**config.mk**
```make
export PLATFORM = sky130hd
export DESIGN_NAME = cipher_regbank
export DESIGN_NICKNAME = d
export VERILOG_FILES = /design/src/rtl/cipher_regbank_pkg.sv /design/src/rtl/cipher_regbank_wide.sv /design/src/rtl/cipher_regbank_ctrl.sv /design/src/rtl/cipher_regbank.sv
export SDC_FILE = /design/constraint.sdc
export NUM_CORES = 1
export LEC_CHECK = 0
export BUFFER_PORTS_ARGS = -buffer_cell sky130_fd_sc_hd__buf_4
export CAP_MARGIN = 20
export CORE_ASPECT_RATIO = 0.8
export CORE_MARGIN = 8
export CORE_UTILIZATION = 50
export CTS_BUF_LIST = sky130_fd_sc_hd__clkbuf_4 sky130_fd_sc_hd__clkbuf_8
export DETAILED_ROUTE_END_ITERATION = 10
export PLACE_DENSITY = 0.77
export SETUP_SLACK_MARGIN = 0.5
export SYNTH_ARGS = -nofsm -noshare
export SYNTH_HDL_FRONTEND = slang
export SYNTH_SLANG_ARGS = --single-unit
```
**constraint.sdc**
```tcl
create_clock -name clk -period 3.1 [get_ports clk]
set_input_delay 0.155 -clock clk [delete_from_list [all_inputs] [get_ports clk]]
set_output_delay 0.155 -clock clk [all_outputs]
set_load 0.05 [all_outputs]
```
**src/rtl/cipher_regbank_pkg.sv**
```systemverilog
package cipher_regbank_pkg;
  localparam int DATA_W = 32;
  localparam int OFFS_W = 5;
  typedef enum logic [2:0] {
    IDX_CTRL = 3'd0,
    IDX_SRC  = 3'd1,
    IDX_DST  = 3'd2,
    IDX_KEY  = 3'd3,
    IDX_IV   = 3'd4
  } reg_idx_e;
  localparam int BIT_GO    = 31;
  localparam int BIT_IRQEN = 30;
  localparam int BIT_ERR   = 29;
  localparam int BIT_ENA   = 28;
  localparam int BIT_DEC   = 27;
endpackage

```
**src/rtl/cipher_regbank_wide.sv**
```systemverilog
module cipher_regbank_wide #(
  parameter int DW    = 32,
  parameter int WORDS = 4
) (
  input  logic                clk,
  input  logic                rst,
  input  logic                clr_ptr,
  input  logic                wr_en,
  input  logic [DW-1:0]       wdata,
  output logic [DW*WORDS-1:0] value
);
  localparam int PW = (WORDS > 1) ? $clog2(WORDS) : 1;
  localparam logic [PW-1:0] LAST = PW'(WORDS - 1);

  logic [PW-1:0] ptr;

  always_ff @(posedge clk) begin
    if (rst || clr_ptr) ptr <= '0;
    else if (wr_en)     ptr <= (ptr == LAST) ? '0 : ptr + 1'b1;
  end

  // word 0 is the most significant slice
  for (genvar g = 0; g < WORDS; g++) begin : g_word
    logic [DW-1:0] word_q;
    always_ff @(posedge clk) begin
      if (rst)                              word_q <= '0;
      else if (wr_en && ptr == PW'(g))      word_q <= wdata;
    end
    assign value[DW*(WORDS-g)-1 -: DW] = word_q;
  end
endmodule

```
**src/rtl/cipher_regbank_ctrl.sv**
```systemverilog
module cipher_regbank_ctrl
  import cipher_regbank_pkg::*;
#(
  parameter int CNT_W = 12
) (
  input  logic              clk,
  input  logic              rst,
  input  logic              wr_en,
  input  logic [DATA_W-1:0] wdata,
  input  logic              done_in,
  input  logic              fault_in,
  output logic              start,
  output logic              busy,
  output logic              cipher_en,
  output logic              decrypt,
  output logic              chain,
  output logic [CNT_W-1:0]  blocks_m1,
  output logic              irq,
  output logic              zero_wr,
  output logic [DATA_W-1:0] word
);
  localparam int PAD_W = BIT_DEC - CNT_W - 1;

  logic irq_en, err_q, done_q;

  assign zero_wr = wr_en && (wdata == '0);

  always_ff @(posedge clk) begin
    if (rst || zero_wr) begin
      start <= 1'b0; busy <= 1'b0; irq_en <= 1'b0; err_q <= 1'b0;
      done_q <= 1'b0; cipher_en <= 1'b0; decrypt <= 1'b0;
      chain <= 1'b0; blocks_m1 <= '0;
    end else begin
      start <= 1'b0;
      if (busy && done_in) begin
        busy   <= 1'b0;
        done_q <= 1'b1;
      end
      if (busy && fault_in) err_q <= 1'b1;
      if (wr_en && !busy) begin
        irq_en    <= wdata[BIT_IRQEN];
        cipher_en <= wdata[BIT_ENA];
        decrypt   <= wdata[BIT_DEC];
        chain     <= wdata[CNT_W];
        blocks_m1 <= wdata[CNT_W-1:0];
        done_q    <= 1'b0;
        err_q     <= 1'b0;
        if (wdata[BIT_GO]) begin
          busy  <= 1'b1;
          start <= 1'b1;
        end
      end
    end
  end

  assign irq  = done_q && irq_en;
  assign word = {busy, irq_en, err_q, cipher_en, decrypt, {PAD_W{1'b0}}, chain, blocks_m1};
endmodule

```
**src/rtl/cipher_regbank.sv**
```systemverilog
module cipher_regbank
  import cipher_regbank_pkg::*;
#(
  parameter int CNT_W    = 12,
  parameter int WIDE_W   = 128
) (
  input  logic               clk,
  input  logic               rst,
  input  logic               bus_valid,
  output logic               bus_ready,
  input  logic               bus_write,
  input  logic [OFFS_W-1:0]  bus_addr,
  input  logic [DATA_W-1:0]  bus_wdata,
  output logic               rd_valid,
  output logic [DATA_W-1:0]  rd_data,
  output logic               dp_start,
  output logic               dp_busy,
  output logic [DATA_W-1:0]  dp_src,
  output logic [DATA_W-1:0]  dp_dst,
  output logic [WIDE_W-1:0]  dp_key,
  output logic [WIDE_W-1:0]  dp_iv,
  output logic               dp_cipher_en,
  output logic               dp_decrypt,
  output logic               dp_chain,
  output logic [CNT_W-1:0]   dp_blocks_m1,
  input  logic               dp_done,
  input  logic               dp_fault,
  output logic               irq
);
  localparam int WORDS = WIDE_W / DATA_W;

  logic [2:0]        idx;
  logic              wr, rd, hit;
  logic              wr_ctrl, wr_src, wr_dst, wr_key, wr_iv;
  logic              zero_wr;
  logic [DATA_W-1:0] ctrl_word;

  assign bus_ready = 1'b1;
  assign idx  = bus_addr[OFFS_W-1:2];
  assign hit  = (bus_addr[1:0] == 2'b00);
  assign wr   = bus_valid && bus_write && hit;
  assign rd   = bus_valid && !bus_write;

  assign wr_ctrl = wr && idx == IDX_CTRL;
  assign wr_src  = wr && idx == IDX_SRC;
  assign wr_dst  = wr && idx == IDX_DST;
  assign wr_key  = wr && idx == IDX_KEY;
  assign wr_iv   = wr && idx == IDX_IV;

  cipher_regbank_ctrl #(.CNT_W(CNT_W)) u_ctrl (
    .clk(clk), .rst(rst), .wr_en(wr_ctrl), .wdata(bus_wdata),
    .done_in(dp_done), .fault_in(dp_fault), .start(dp_start),
    .busy(dp_busy), .cipher_en(dp_cipher_en), .decrypt(dp_decrypt),
    .chain(dp_chain), .blocks_m1(dp_blocks_m1), .irq(irq),
    .zero_wr(zero_wr), .word(ctrl_word)
  );

  cipher_regbank_wide #(.DW(DATA_W), .WORDS(WORDS)) u_key (
    .clk(clk), .rst(rst), .clr_ptr(zero_wr), .wr_en(wr_key),
    .wdata(bus_wdata), .value(dp_key)
  );

  cipher_regbank_wide #(.DW(DATA_W), .WORDS(WORDS)) u_iv (
    .clk(clk), .rst(rst), .clr_ptr(zero_wr), .wr_en(wr_iv),
    .wdata(bus_wdata), .value(dp_iv)
  );

  always_ff @(posedge clk) begin
    if (rst) begin
      dp_src <= '0;
      dp_dst <= '0;
    end else begin
      if (wr_src) dp_src <= bus_wdata;
      if (wr_dst) dp_dst <= bus_wdata;
    end
  end

  always_ff @(posedge clk) begin
    if (rst) begin
      rd_valid <= 1'b0;
      rd_data  <= '0;
    end else begin
      rd_valid <= rd;
      if (rd) begin
        if (!hit)                rd_data <= '0;
        else if (idx == IDX_CTRL) rd_data <= ctrl_word;
        else if (idx == IDX_SRC)  rd_data <= dp_src;
        else if (idx == IDX_DST)  rd_data <= dp_dst;
        else                      rd_data <= '0;
      end
    end
  end
endmodule

```
==> results of run 1 <==
worst reg2reg max path: cells and delay by family (launching register included):
family / cells / cell delay [ps]
AND/OR/NAND/NOR: 2 / 570
buffers and inverters: 3 / 540
flip-flops: 1 / 340
AO/OA/AOI/OAI: 1 / 190
adder cells (fa/ha/maj): 1 / 170
power groups by stage:
stage,logic (W),clock network (W),registers [W]
after floorplan,0.000221,0,0.00500
after global placement,0.000421,0,0.00497
after detailed placement,0.000424,0,0.00497
after CTS,0.000463,0.00433,0.00486
after global routing,0.000493,0.00455,0.00486
final,0.000473,0.00428,0.00486
state kept, by name, summed over array words and instances, names as in the netlist, 2 cells and up:
register and count:
dp_dst 32, dp_src 32, rd_data 32, u_ctrl.blocks_m1 12
u_iv.g_word.word_q 128, u_iv.ptr 2, u_key.g_word.word_q 128, u_key.ptr 2
cells by family (layout without fill, tap and decap cells):
family | after synthesis | count (layout) | share of synthesized area
AO/OA/AOI/OAI | 263 | 263 | 0.102
adder cells (fa/ha/maj) | 8 | 8 | 0.00694
buffers and inverters | 158 | 578 | 0.0600
flip-flops | 377 | 377 | 0.524
multiplexers | 146 | 146 | 0.101
other | 1 | 1 | 0.000260
AND/OR/NAND/NOR | 688 | 688 | 0.206
layout make-up:
type,count,area (sq um),area share
clock inverter,7,92.6,0.00489
sequential,377,7550,0.399
tap,370,463,0.0244
inverter,9,33.8,0.00178
timing repair buffer,474,3690,0.195
multi-input combinational,1106,6010,0.317
clock buffer,88,1100,0.0580
path summary, 6_finish.rpt:
check,endpoint,from,slack (ps)
setup / recovery,u_key.g_word[1].word_q[26]$_SDFFE_PP0P_,bus_addr[0],920
hold / removal,rd_data[13]$_SDFFE_PP0P_,rst,40
setup reg to reg,u_key.g_word[1].word_q[26]$_SDFFE_PP0P_,u_key.ptr[1]$_SDFFE_PP0P_,1220
hold reg to reg,u_key.g_word[0].word_q[8]$_SDFFE_PP0P_,u_key.g_word[0].word_q[8]$_SDFFE_PP0P_,450
layout by cell type, fill, tap and decap left out, drive strengths merged, types with 8 or more instances in the layout:
| cell | n |
|---|---|
| and2 | 20 |
| nor3 | 43 |
| nor2b | 20 |
| mux2i | 145 |
| o21ai | 19 |
| inv | 10 |
| nor4 | 9 |
| nand2 | 406 |
| a21oi | 215 |
| nand3 | 8 |
| nor2 | 164 |
| a22oi | 14 |
| a22o | 14 |
| clkbuf | 88 |
| dfxtp | 377 |
| ha | 8 |
| buf | 438 |
| dlygate4sd3 | 36 |
metrics by stage:
stage | setup WS [ps] | cells
3_3_place_gp | 980 | 2300
3_5_place_dp | 938 | 2300
6_report | 920 | 2431
5_1_grt | 840 | 2431
2_1_floorplan | 1550 | 1641
4_1_cts | 945 | 2431
per-layer routing:
metal,up-vias,share of wire,wire length (microns)
li1,6151,-,-
met1,6242,0.40,21000
met2,709,0.45,23300
met3,128,0.11,5990
met4,0,0.038,1990
met5,-,0,0
repair_timing:
| action | in CTS | in global routing |
|---|---|---|
| setup buffers | 0 | 0 |
| endpoints found under the hold margin | 334 | 0 |
| hold buffers | 36 | 0 |
==> flow_summary.ini, run 1 <==
[pwr]
pwr-share-comb = 0.049
p_sw_frac = 0.232
max-vdd-ir-drop_mv = 0.422
leakage_nw = 8.59
power.share.clock = 0.445
powerDensity_mw_per_mm2 = 508
power_switching_w = 0.00223
total_power_w = 0.00962
seqPwrFrac = 0.506
p_int_w = 0.00738

[global_route]
met3_usage = 0.0888
grt_overflow = 0
use_met2 = 0.445
grt_usage = 0.287
grt_pass1_vias = 12948
top_usage_layer = met2
use_met1 = 0.366
grt_pass1_wl_microns = 77900
antenna_found_initial = 0
grt_start_max_net_pins = 133

[synthesis]
syn_nets = 1692
synth_enable_flop_cells = 0
synth-seq-area-share = 0.524
synthTopCellsByArea = dfxtp_1, nand2_1, mux2i_1, a21oi_1, nor2_1
synth_area_sq_mm = 0.0144
ys.flop_type = dfxtp_1
synth_area_leader_cell = dfxtp_1
netlist.area_leader.share = 0.524
ys_seq_elements = 377
synthArstFlopShare = 0
synth.avg_cell_area_sq_um = 8.78
synth_commonest_cells = nand2_1, dfxtp_1, a21oi_1, nor2_1, mux2i_1
synth.distinct_cells = 41
synthCells = 1641
yosys_warnings = 0
yosysMostFrequentCell = nand2_1

[worst_setup_path]
critPathTopFamily = simple AND/OR/NAND/NOR gates
cp.depth = 7
end_kind = flip-flop
crit_type = in -> reg
arrival_ps = 2700
cp.required_ps = 3620
cp_common_cell = buf_4
cp_slowest_cell = or3b_1
timing.critical_path.buf_inv = 3
reg2reg_depth = 7
crit_chain = dlygate4sd3_1, buf_4, or3b_1, nor3_4, buf_4, nand2_1, a21oi_1
cp-start-kind = input port
cp_max_fo = 21
slowest_delay_ps = 630

[sta]
rsz0062_at_grt = false
slew_headroom = 0.409
hold_viol_final = 0
timing.final.crit_period_ps = 2180
setup_viol = 0
finalMaxSlewViolations = 0
finalCritPeriodShare = 0.703
finalHoldWorstSlack_ps = 42.0
tns_ps = 0
clock.fmax_ghz = 0.459
skew_ps = 15.6
worst_pin_slew_ps = 887

[routing]
viasPerCell = 5.44
wl_per_cell_microns = 21.5
drc = 0
antenna_left = 0
drt_iter0_drc = 1006
drt_wl_total_microns = 52300
first_pass_iters = 5
vias = 13230

[worst_hold_path]
worstHoldPathCells = 2
hold_path_class = in -> reg

[place]
gp_congestion = 0.871
post_dp_cell_area_sq_mm = 0.0174
io_buffers = 413
hpwl_microns = 34500

[job]
max-cap-violations = 0

[cells_and_area]
finalNetCount = 2076
final_area_sq_mm = 0.0189
antennaDiodeCount = 0
fin_util = 0.668
nFillCells = 2281
drive_above_1_share = 0.277
syn2layout_area_growth_pct = 31.4

[floorplan]
core_area_sq_mm = 0.0284
die_w_microns = 206
top_level_ports = 415
start_util = 0.508
rows = 55
die_h_microns = 168
die_area_sq_mm = 0.0346

[cts]
cts_tree = done
cts_buffers = 57
cts_resized = 0
cts-root-buf = clkbuf_8
insertion_delay_ps = 590
htree_levels = 2
cts.clk_slew.worst_paths_ps = 60
clockBufferDepth = 3
cts_sinks = 377

[outcome]
outcome = finished, final reports clean
Note: power is estimated with default switching activity, not from simulation.
==> run 2, diff against run 1 <==
- clock period: 3.1 -> 2.2 ns (I/O delays scaled with it)
==> run 2 against run 1 <==
Against the previous run: cell area increased by 1.3%; hold slack improved by 27 ps; count of clock-buffer cells in the layout increased by 6; largest power group unchanged; die area unchanged; clock skew increased by 26 ps; wire length increased by 0.91%; register-to-register slack got worse by 600 ps; worst setup slack got worse by 300 ps; global-route usage increased by 0.21 points.
==> flow_summary.ini, run 2 (synthesis gave the netlist of run 1 again) <==
[cells_and_area]
final_area_sq_mm = 0.0192
largest_registers = u_iv.g_word.word_q (128), u_key.g_word.word_q (128)
register_area_sq_mm = 0.00755
final_common_cell = buf_4
syn2layout_area_growth_pct = 33.0
fin_util = 0.676
multiInputGateArea_sq_mm = 0.00601
drive_above_1_share = 0.283
finalNetCount = 2098
nFillCells = 2275
final_cell_mix = buf_4, nand2_1, dfxtp_1, a21oi_1, nor2_1

[sta]
skew_ps = 41.7
setup_viol = 0
slew_headroom = 0.414
finalCritPeriodShare = 0.719
finalMaxSlewViolations = 0
rsz0062_at_grt = false
worst_pin_slew_ps = 876
fin_ws_ps = 618
hold_viol_final = 0
tns_ps = 0
clock.fmax_ghz = 0.632
timing.final.crit_period_ps = 1580

[floorplan]
die_h_microns = 168
core_area_sq_mm = 0.0284
top_level_ports = 415
die_w_microns = 206
start_util = 0.508
rows = 55
die_area_sq_mm = 0.0346

[cts]
cts-root-buf = clkbuf_8
insertion_delay_ps = 610
cts_tree = done
cts_buffers = 57
cts_sinks = 377
cts.clk_slew.worst_paths_ps = 60
htree_levels = 2
clockBufferDepth = 3

[worst_setup_path]
end_kind = flip-flop
crit_type = reg -> reg
arrival_ps = 2070
cp.required_ps = 2690
cp_max_fo = 21
cp-start-kind = flip-flop
reg2reg_from = u_iv.ptr[1]$_SDFFE_PP0P_
critPathLaunch = u_iv.ptr[1]$_SDFFE_PP0P_

[global_route]
grt_pass1_vias = 13014
grt_start_max_net_pins = 77
grt_usage = 0.289
grt_pass1_wl_microns = 78500
grt_overflow = 0
antenna_found_initial = 1

[place]
place_ws_ps = 335
io_buffers = 413
post_dp_cell_area_sq_mm = 0.0175
hpwl_microns = 35300
gp_congestion = 0.849

[routing]
antenna_left = 0
drt_iter0_drc = 981
viasPerCell = 5.43
drt_wl_total_microns = 52800
drc = 0
wl_per_cell_microns = 21.5
vias = 13333
first_pass_iters = 5

[pwr]
leakage_nw = 8.71
powerDensity_mw_per_mm2 = 709
max-vdd-ir-drop_mv = 0.527
total_power_w = 0.0136

[worst_hold_path]
hold_start = bus_valid
hold_path_class = in -> reg

[outcome]
outcome = finished, final reports clean

[job]
max-cap-violations = 0
[run 2: cell types whose count changed in the layout (fill, tap and decap cells not counted), sizes merged]
cell / change
clkinv: -4
bufinv: -1
diode: +1
clkinvlp: +1
buf: +18
dlygate4sd3: +4
clkbuf: +6
inv: -1
[run 2: per-stage QoR]
step	hold WS (ps)	instances
5_1_grt	61.3	2455
6_report	69.2	2455
2_1_floorplan	250	1641
4_1_cts	37.2	2453
3_5_place_dp	420	2317
3_3_place_gp	414	2317
[run 2: critical path, cell delays in order, from the launching register on]
cell and delay, ps:
dfxtp_1 390, inv_1 80, ha_1 190, nand3_2 90
buf_4 350, mux2i_1 280, nor2_1 60
[run 2: final timing paths]
| kind | cells past startpoint | to | slack, ps |
|---|---|---|---|
| min | 4 | u_iv.ptr[1]$_SDFFE_PP0P_ | 70 |
| min reg2reg | 2 | u_key.g_word[0].word_q[3]$_SDFFE_PP0P_ | 450 |
| max | 6 | u_iv.g_word[1].word_q[30]$_SDFFE_PP0P_ | 620 |
| max reg2reg | 6 | u_iv.g_word[1].word_q[30]$_SDFFE_PP0P_ | 620 |
[run 2: repair_timing]
| item | in CTS | in global routing |
|---|---|---|
| pin swaps | 0 | 1 |
| hold buffers | 40 | 0 |
| hold endpoints to repair | 352 | 0 |
| setup buffers | 0 | 1 |
| resized for setup | 2 | 8 |
| setup endpoints to repair | 64 | 133 |
| gates cloned | 0 | 0 |
[run 2: cell type report]
type / count / area share
Sequential cell: 377 / 0.394
Multi-Input combinational cell: 1106 / 0.313
Timing Repair Buffer: 496 / 0.205
Clock buffer: 94 / 0.0603
Tap cell: 370 / 0.0241
Clock inverter: 2 / 0.00196
Inverter: 9 / 0.00176
Antenna cell: 1 / 0.000131
[run 2: layer usage]
layer | track usage | wire length (microns) | vias to the layer above
met4 | 0.104 | 1530 | 0
li1 | - | - | 6194
met3 | 0.0965 | 6120 | 97
met5 | 0 | 0 | -
met1 | 0.362 | 21000 | 6368
met2 | 0.458 | 24100 | 674
[run 2: power breakdown]
group | internal [W] | total [W] | leakage, nW | switching, W
logic | 0.000196 | 0.000698 | 5.04 | 0.000502
clock network | 0.00339 | 0.00604 | 0.633 | 0.00265
registers | 0.00684 | 0.00685 | 3.04 | 0.0000104
total | 0.0104 | 0.0136 | 8.71 | 0.00316
